`src/rtl/wdog_pkg.sv`:
```
package wdog_pkg;

  typedef enum logic [1:0] {
    REG_FLAGS  = 2'd0,
    REG_CTRL   = 2'd1,
    REG_RLD_LO = 2'd2,
    REG_RLD_HI = 2'd3
  } reg_addr_e;

  typedef enum logic [1:0] {
    MODE_FLAG_ONLY = 2'd0,
    MODE_REPEAT    = 2'd1,
    MODE_SINGLE    = 2'd2
  } wd_mode_e;

  localparam int FLAG_WDF_BIT = 0;
  localparam int FLAG_IRQ_BIT = 1;
  localparam int CTRL_EN_BIT  = 0;
  localparam int CTRL_STR_BIT = 1;

  function automatic wd_mode_e decode_mode(input logic en, input logic steer);
    if (!en)   return MODE_FLAG_ONLY;
    if (steer) return MODE_SINGLE;
    return MODE_REPEAT;
  endfunction

endpackage

```
`src/rtl/wdog_regs.sv`:
```
module wdog_regs
  import wdog_pkg::*;
#(
  parameter int DATA_W = 8,
  localparam int CNT_W = 2 * DATA_W
) (
  input  logic              clk_i,
  input  logic              rst_ni,
  input  logic              bus_wr_i,
  input  logic              bus_rd_i,
  input  logic [1:0]        bus_addr_i,
  input  logic [DATA_W-1:0] bus_wdata_i,
  input  logic              wdf_i,
  input  logic              irqf_i,
  input  logic              rst_done_i,
  output logic [DATA_W-1:0] bus_rdata_o,
  output logic              en_o,
  output logic              steer_o,
  output logic              load_o,
  output logic [CNT_W-1:0]  load_val_o,
  output logic [CNT_W-1:0]  reload_o,
  output logic              flags_rd_o,
  output logic              wdf_clr_o
);

  logic [DATA_W-1:0] rld_lo_q, rld_hi_q;
  logic              en_q, steer_q;
  logic [DATA_W-1:0] rdata_q;
  logic              wr_lo, wr_hi, wr_ctrl;

  assign wr_lo   = bus_wr_i && (bus_addr_i == REG_RLD_LO);
  assign wr_hi   = bus_wr_i && (bus_addr_i == REG_RLD_HI);
  assign wr_ctrl = bus_wr_i && (bus_addr_i == REG_CTRL);

  // Reload bytes carry no reset: software must program them.
  always_ff @(posedge clk_i) begin
    if (wr_lo) rld_lo_q <= bus_wdata_i;
    if (wr_hi) rld_hi_q <= bus_wdata_i;
  end

  always_comb begin
    load_val_o = {rld_hi_q, rld_lo_q};
    if (wr_lo) load_val_o = {rld_hi_q, bus_wdata_i};
    if (wr_hi) load_val_o = {bus_wdata_i, rld_lo_q};
  end

  assign load_o     = wr_lo || wr_hi;
  assign reload_o   = {rld_hi_q, rld_lo_q};
  assign flags_rd_o = bus_rd_i && (bus_addr_i == REG_FLAGS);
  assign wdf_clr_o  = bus_wr_i && (bus_addr_i == REG_FLAGS) && bus_wdata_i[FLAG_WDF_BIT];

  // The end of a reset pulse disarms the enable bit, overriding a write.
  always_ff @(posedge clk_i) begin
    if (!rst_ni) begin
      en_q    <= 1'b0;
      steer_q <= 1'b0;
    end else begin
      if (wr_ctrl) begin
        en_q    <= bus_wdata_i[CTRL_EN_BIT];
        steer_q <= bus_wdata_i[CTRL_STR_BIT];
      end
      if (rst_done_i) en_q <= 1'b0;
    end
  end

  always_ff @(posedge clk_i) begin
    if (!rst_ni) begin
      rdata_q <= '0;
    end else if (bus_rd_i) begin
      rdata_q <= '0;
      unique case (bus_addr_i)
        REG_FLAGS: begin
          rdata_q[FLAG_WDF_BIT] <= wdf_i;
          rdata_q[FLAG_IRQ_BIT] <= irqf_i;
        end
        REG_CTRL: begin
          rdata_q[CTRL_EN_BIT]  <= en_q;
          rdata_q[CTRL_STR_BIT] <= steer_q;
        end
        REG_RLD_LO: rdata_q <= rld_lo_q;
        REG_RLD_HI: rdata_q <= rld_hi_q;
        default:    rdata_q <= '0;
      endcase
    end
  end

  assign bus_rdata_o = rdata_q;
  assign en_o        = en_q;
  assign steer_o     = steer_q;


  disarm_chk: assert property (@(posedge clk_i) disable iff (!rst_ni)
    rst_done_i |=> !en_q);

endmodule

```
`src/rtl/wdog_counter.sv`:
```
module wdog_counter #(
  parameter int CNT_W = 16
) (
  input  logic             clk_i,
  input  logic             rst_ni,
  input  logic             tick_i,
  input  logic             load_i,
  input  logic [CNT_W-1:0] load_val_i,
  input  logic [CNT_W-1:0] reload_i,
  output logic             timeout_o
);

  localparam logic [CNT_W-1:0] ONE = CNT_W'(1);

  logic [CNT_W-1:0] cnt_q;
  logic             running;

  assign running   = (cnt_q != '0);
  assign timeout_o = tick_i && (cnt_q == ONE) && !load_i;

  always_ff @(posedge clk_i) begin
    if (!rst_ni) begin
      cnt_q <= '0;
    end else if (load_i) begin
      cnt_q <= load_val_i;
    end else if (tick_i && running) begin
      cnt_q <= (cnt_q == ONE) ? reload_i : cnt_q - ONE;
    end
  end


  load_value_chk: assert property (@(posedge clk_i) disable iff (!rst_ni)
    load_i |=> (cnt_q == $past(load_val_i)));


  idle_hold_chk: assert property (@(posedge clk_i) disable iff (!rst_ni)
    (!running && !load_i) |=> !running);


  no_idle_timeout_chk: assert property (@(posedge clk_i) disable iff (!rst_ni)
    !running |-> !timeout_o);

endmodule

```
`src/rtl/wdog_events.sv`:
```
module wdog_events
  import wdog_pkg::*;
#(
  parameter int RST_CYCLES = 8,
  localparam int RST_W = $clog2(RST_CYCLES + 1)
) (
  input  logic     clk_i,
  input  logic     rst_ni,
  input  logic     timeout_i,
  input  wd_mode_e mode_i,
  input  logic     flags_rd_i,
  input  logic     wdf_clr_i,
  output logic     wdf_o,
  output logic     irqf_o,
  output logic     irq_no,
  output logic     wd_rst_no,
  output logic     rst_done_o
);

  localparam logic [RST_W-1:0] PULSE_LEN = RST_W'(RST_CYCLES);
  localparam logic [RST_W-1:0] PULSE_ONE = RST_W'(1);

  logic             wdf_q, irqf_q, irqf_d;
  logic             irq_n_q, wd_rst_n_q;
  logic [RST_W-1:0] pulse_cnt_q;
  logic             pulse_active;

  assign pulse_active = (pulse_cnt_q != '0);
  assign rst_done_o   = pulse_active && (pulse_cnt_q == PULSE_ONE);

  always_comb begin
    irqf_d = irqf_q;
    if (flags_rd_i) irqf_d = 1'b0;
    if (timeout_i && mode_i == MODE_REPEAT) irqf_d = 1'b1;
  end

  always_ff @(posedge clk_i) begin
    if (!rst_ni) begin
      wdf_q   <= 1'b0;
      irqf_q  <= 1'b0;
      irq_n_q <= 1'b1;
    end else begin
      if (timeout_i)      wdf_q <= 1'b1;
      else if (wdf_clr_i) wdf_q <= 1'b0;
      irqf_q  <= irqf_d;
      irq_n_q <= !irqf_d;
    end
  end

  always_ff @(posedge clk_i) begin
    if (!rst_ni) begin
      pulse_cnt_q <= '0;
      wd_rst_n_q  <= 1'b1;
    end else if (pulse_active) begin
      pulse_cnt_q <= pulse_cnt_q - PULSE_ONE;
      if (pulse_cnt_q == PULSE_ONE) wd_rst_n_q <= 1'b1;
    end else if (timeout_i && mode_i == MODE_SINGLE) begin
      pulse_cnt_q <= PULSE_LEN;
      wd_rst_n_q  <= 1'b0;
    end
  end

  assign wdf_o     = wdf_q;
  assign irqf_o    = irqf_q;
  assign irq_no    = irq_n_q;
  assign wd_rst_no = wd_rst_n_q;


  wdf_on_timeout_chk: assert property (@(posedge clk_i) disable iff (!rst_ni)
    timeout_i |=> wdf_q);


  irq_on_repeat_chk: assert property (@(posedge clk_i) disable iff (!rst_ni)
    (timeout_i && mode_i == MODE_REPEAT) |=> !irq_no);


  irq_release_chk: assert property (@(posedge clk_i) disable iff (!rst_ni)
    (flags_rd_i && !timeout_i) |=> irq_no);


  quiet_when_disabled_chk: assert property (@(posedge clk_i) disable iff (!rst_ni)
    (timeout_i && mode_i == MODE_FLAG_ONLY && !flags_rd_i && !pulse_active)
      |=> ($stable(irq_no) && wd_rst_no));

endmodule

```
`src/rtl/wdog_dual_mode.sv`:
```
module wdog_dual_mode
  import wdog_pkg::*;
#(
  parameter int DATA_W     = 8,
  parameter int RST_CYCLES = 8
) (
  input  logic              clk_i,
  input  logic              rst_ni,
  input  logic              tick_i,
  input  logic              bus_wr_i,
  input  logic              bus_rd_i,
  input  logic [1:0]        bus_addr_i,
  input  logic [DATA_W-1:0] bus_wdata_i,
  output logic [DATA_W-1:0] bus_rdata_o,
  output logic              irq_no,
  output logic              wd_rst_no
);

  localparam int CNT_W = 2 * DATA_W;

  logic             en, steer, load, flags_rd, wdf_clr;
  logic             wdf, irqf, rst_done, timeout;
  logic [CNT_W-1:0] load_val, reload;
  wd_mode_e         mode;

  assign mode = decode_mode(en, steer);

  wdog_regs #(.DATA_W(DATA_W)) u_regs (
    .clk_i       (clk_i),
    .rst_ni      (rst_ni),
    .bus_wr_i    (bus_wr_i),
    .bus_rd_i    (bus_rd_i),
    .bus_addr_i  (bus_addr_i),
    .bus_wdata_i (bus_wdata_i),
    .wdf_i       (wdf),
    .irqf_i      (irqf),
    .rst_done_i  (rst_done),
    .bus_rdata_o (bus_rdata_o),
    .en_o        (en),
    .steer_o     (steer),
    .load_o      (load),
    .load_val_o  (load_val),
    .reload_o    (reload),
    .flags_rd_o  (flags_rd),
    .wdf_clr_o   (wdf_clr)
  );

  wdog_counter #(.CNT_W(CNT_W)) u_counter (
    .clk_i      (clk_i),
    .rst_ni     (rst_ni),
    .tick_i     (tick_i),
    .load_i     (load),
    .load_val_i (load_val),
    .reload_i   (reload),
    .timeout_o  (timeout)
  );

  wdog_events #(.RST_CYCLES(RST_CYCLES)) u_events (
    .clk_i      (clk_i),
    .rst_ni     (rst_ni),
    .timeout_i  (timeout),
    .mode_i     (mode),
    .flags_rd_i (flags_rd),
    .wdf_clr_i  (wdf_clr),
    .wdf_o      (wdf),
    .irqf_o     (irqf),
    .irq_no     (irq_no),
    .wd_rst_no  (wd_rst_no),
    .rst_done_o (rst_done)
  );


  pulse_end_disarm_chk: assert property (@(posedge clk_i) disable iff (!rst_ni)
    $rose(wd_rst_no) |-> !en);


  write_beats_tick_chk: assert property (@(posedge clk_i) disable iff (!rst_ni)
    (load && !flags_rd) |=> $stable(irq_no));

endmodule

```
`config.mk`:
```
export PLATFORM = sky130hd
export DESIGN_NAME = wdog_dual_mode
export DESIGN_NICKNAME = d
export VERILOG_FILES = /design/src/rtl/wdog_pkg.sv /design/src/rtl/wdog_regs.sv /design/src/rtl/wdog_counter.sv /design/src/rtl/wdog_events.sv /design/src/rtl/wdog_dual_mode.sv
export SDC_FILE = /design/constraint.sdc
export NUM_CORES = 1
export LEC_CHECK = 0
export ABC_AREA = 1
export ABC_CLOCK_PERIOD_IN_PS = 2200
export BUFFER_PORTS_ARGS = -buffer_cell sky130_fd_sc_hd__buf_2
export CAP_MARGIN = 20
export CORE_MARGIN = 3
export CORE_UTILIZATION = 30
export CTS_CLUSTER_SIZE = 14
export DETAILED_ROUTE_END_ITERATION = 12
export PLACE_DENSITY = 0.43
export SETUP_SLACK_MARGIN = 0.5
export SYNTH_ARGS = -nofsm -noshare
export SYNTH_HDL_FRONTEND = slang
export SYNTH_HIERARCHICAL = 1
export SYNTH_SLANG_ARGS = --single-unit
export TNS_END_PERCENT = 20
```
`constraint.sdc`:
```
create_clock -name clk_i -period 2.2 [get_ports clk_i]
set_input_delay 0.22 -clock clk_i [delete_from_list [all_inputs] [get_ports clk_i]]
set_output_delay 0.22 -clock clk_i [all_outputs]
set_load 0.05 [all_outputs]
```
==> impl_metrics.env <==
export IMPL_drv_slew=0
export IMPL_root_buffer="clkbuf_8"
export IMPL_synth_nets=473
export IMPL_syn_instance_count=455
export IMPL_htree_levels=2
export IMPL_max_slew_worst_pin_slew_ns=0.392
export IMPL_synth_adder_area_share_pct=1.15
export IMPL_ys_seq_area_share_pct=35.6
export IMPL_firstDrtPassIters=5
export IMPL_cts_buffer_depth=2
export IMPL_whs_path_depth=1
export IMPL_cts_buffers=5
export IMPL_drt_iter0_drc=184
export IMPL_core_mm2=0.0105
export IMPL_worstSkewPairLatency_ns=0.31
export IMPL_cts_hold_buf=0
export IMPL_crit_path_end_kind="flop"
export IMPL_max_freq_mhz=622
export IMPL_timing_final_crit_share_pct=73.1
export IMPL_grt_pass1_vias=2728
export IMPL_power_leakage_nw=1.69
export IMPL_ir_worst_vdd_uv=300
export IMPL_outcome="finished, final reports clean"
export IMPL_floorplan_die_area_mm2=0.0122
export IMPL_reg2reg_depth=10
export IMPL_synth_mux_area_share_pct=0
export IMPL_synth_seq_cells=50
export IMPL_maxSlewHeadroom_pct=73.9
export IMPL_period_needed_ns=1.61
export IMPL_synth_top_family_by_area="simple AND/OR/NAND/NOR gates"
export IMPL_wl_met3_um=427
export IMPL_setup_violations=0
export IMPL_p_per_area_mw_per_mm2=754
export IMPL_die_w_um=110
export IMPL_start_kind="flop"
export IMPL_post_drt_wl_per_cell_um=14.2
export IMPL_fin_nets=506
export IMPL_drv_cap=0
export IMPL_drive_gt1_share_pct=21.5
export IMPL_grt_max_degree=22
export IMPL_viasPerCell=4.62
export IMPL_tns_ns=0
export IMPL_ys_warn_count=6
export IMPL_route_detailed_drc=0
export IMPL_syn_to_final_growth_pct=12.8
export IMPL_num_rows=37
export IMPL_synth_compound_area_share_pct=13.8
export IMPL_antenna_found_initial=0
export IMPL_wl_um=8850
export IMPL_clk_pin_slew_ns=0.11
export IMPL_finalClockSkew_ns=0.00944
export IMPL_dr_max_layer_used="met4"
export IMPL_die_h_um=110
export IMPL_cts_sinks=50
export IMPL_ys_types=38
export IMPL_grt_ovfl_total=0
export IMPL_dpl_hpwl_um=6740
export IMPL_finalWeightedCongestion=0.834
export IMPL_min_path_type="in -> reg"
export IMPL_final_core_utilization_pct=35.2
export IMPL_rsz0062_at_grt="true"
export IMPL_cts_tree="yes"
export IMPL_globalRouteTotalUtil_pct=15.4
export IMPL_start_util_pct=31.2
export IMPL_portBuffers=24
export IMPL_wl_met2_um=3810
export IMPL_syn_avg_cell_area_um2=7.17
export IMPL_placed_cells=609
export IMPL_num_vias=2885
export IMPL_final_hold_violation_count=0
export IMPL_yosys_area_share_simple_pct=37.1
export IMPL_path_class="reg -> reg"
export IMPL_final_cell_mix="108 x nand2_1, 59 x nor2_1, 58 x inv_1"
export IMPL_final_common_cell="nand2_1"
export IMPL_crit_fanout=8
export IMPL_worst_ep_required_time_ns=2.44
export IMPL_layout_cells_non_filler=625
export IMPL_grt_pass1_wl_um=14500
export IMPL_wirelength_met1_um=4490
export IMPL_diodes=0
export IMPL_io_pins=25
export IMPL_ant_nets=0
export IMPL_synth_xor_area_share_pct=0.805
export IMPL_synth_area_mm2=0.00326
export IMPL_arrival_ns=1.85
-- synthesized netlist by cell type (all sizes together) --
master / number / share of area, %
nand2: 125 / 17
nor2: 73 / 12
inv: 66 / 7.8
o21ai: 37 / 6.7
dfxtp: 34 / 21
nand3: 34 / 5.5
a21oi: 27 / 5.1
edfxtp: 16 / 15
buf: 9 / 3.3
o22ai: 6 / 1.2
nor3: 5 / 0.77
nand3b: 4 / 0.92
ha: 3 / 1.2
or2: 3 / 0.58
xor2: 3 / 0.81
clkinv: 2 / 0.23
nand4: 2 / 0.38
o211ai: 2 / 0.46
o21bai: 2 / 0.46
clkbuf: 1 / 0.11
nor3b: 1 / 0.38
-- per-layer routing --
layer / up-vias / track usage [%]
met3: 8 / 2.27
met5: - / 0
met4: 0 / 3.78
li1: 1509 / -
met1: 1294 / 23.2
met2: 74 / 23.1
-- worst paths after layout --
check | start | endpoint | slack, ns
min | bus_wdata_i[0] | u_regs/rld_lo_q[0] | 0.12
max | u_counter/cnt_q[11] | u_counter/cnt_q[8] | 0.59
min reg2reg | u_regs/bus_rdata_o[0] | u_regs/bus_rdata_o[0] | 0.48
max reg2reg | u_counter/cnt_q[11] | u_counter/cnt_q[8] | 0.59
-- metrics by stage --
step	setup slack, ns	area, um2	total power, mW	hold slack [ns]
floorplan	0.505	3260	1.85	0.289
global placement	0.396	3470	2.06	0.425
detailed placement	0.385	3470	2.05	0.437
CTS	0.465	3600	2.75	0.114
global route	0.477	3680	2.97	0.122
finish	0.592	3680	2.78	0.122
-- power breakdown --
group,leakage (nW),internal [mW],switching (mW)
sequential,0.427,1.04,0.104
combinational,1.22,0.336,0.614
clock,0.0504,0.339,0.339
-- timing repair --
item	4_1_cts	5_1_grt
setup endpoints to repair	15	20
buffers inserted	2	6
pin swaps	2	3
resized for setup	1	9
-- cells by family (layout without fill, tap and decap cells) --
| kind of cell | count (synthesis) | in the layout |
|---|---|---|
| AND/OR/NAND/NOR | 247 | 247 |
| buffers and inverters | 78 | 112 |
| AO/OA/AOI/OAI | 74 | 74 |
| flip-flops | 50 | 50 |
| adder cells (fa/ha/maj) | 3 | 3 |
| XOR/XNOR | 3 | 3 |
-- cell type report --
| cell class | instances | area (um2) |
|---|---|---|
| clock inverter | 3 | 45.0 |
| fill | 1193 | 6780 |
| inverter | 68 | 263 |
| timing repair buffer | 36 | 214 |
| clock buffer | 5 | 68.8 |
| multi-input combinational | 327 | 1760 |
| tap | 136 | 170 |
| sequential | 50 | 1160 |
-- registers in the layout (all words and copies together) (netlist names) --
signal / flops
u_counter/cnt_q: 16
u_events/irq_no: 1
u_events/irqf_o: 1
u_events/pulse_cnt_q: 4
u_events/wd_rst_no: 1
u_events/wdf_o: 1
u_regs/bus_rdata_o: 8
u_regs/en_o: 1
u_regs/rld_hi_q: 8
u_regs/rld_lo_q: 8
u_regs/steer_o: 1
-- worst max-delay path, cell delays in order, from the launching register on --
cell     delay [ns]
dfxtp_1        0.36
nor2_1         0.16
nand2_2        0.12
nor2_8         0.22
nand2_4        0.09
a21oi_4        0.15
buf_4          0.17
nand2_1        0.06
nand2_1        0.06
inv_1          0.04
a21oi_1        0.10
(Power assumes the default switching activity.)
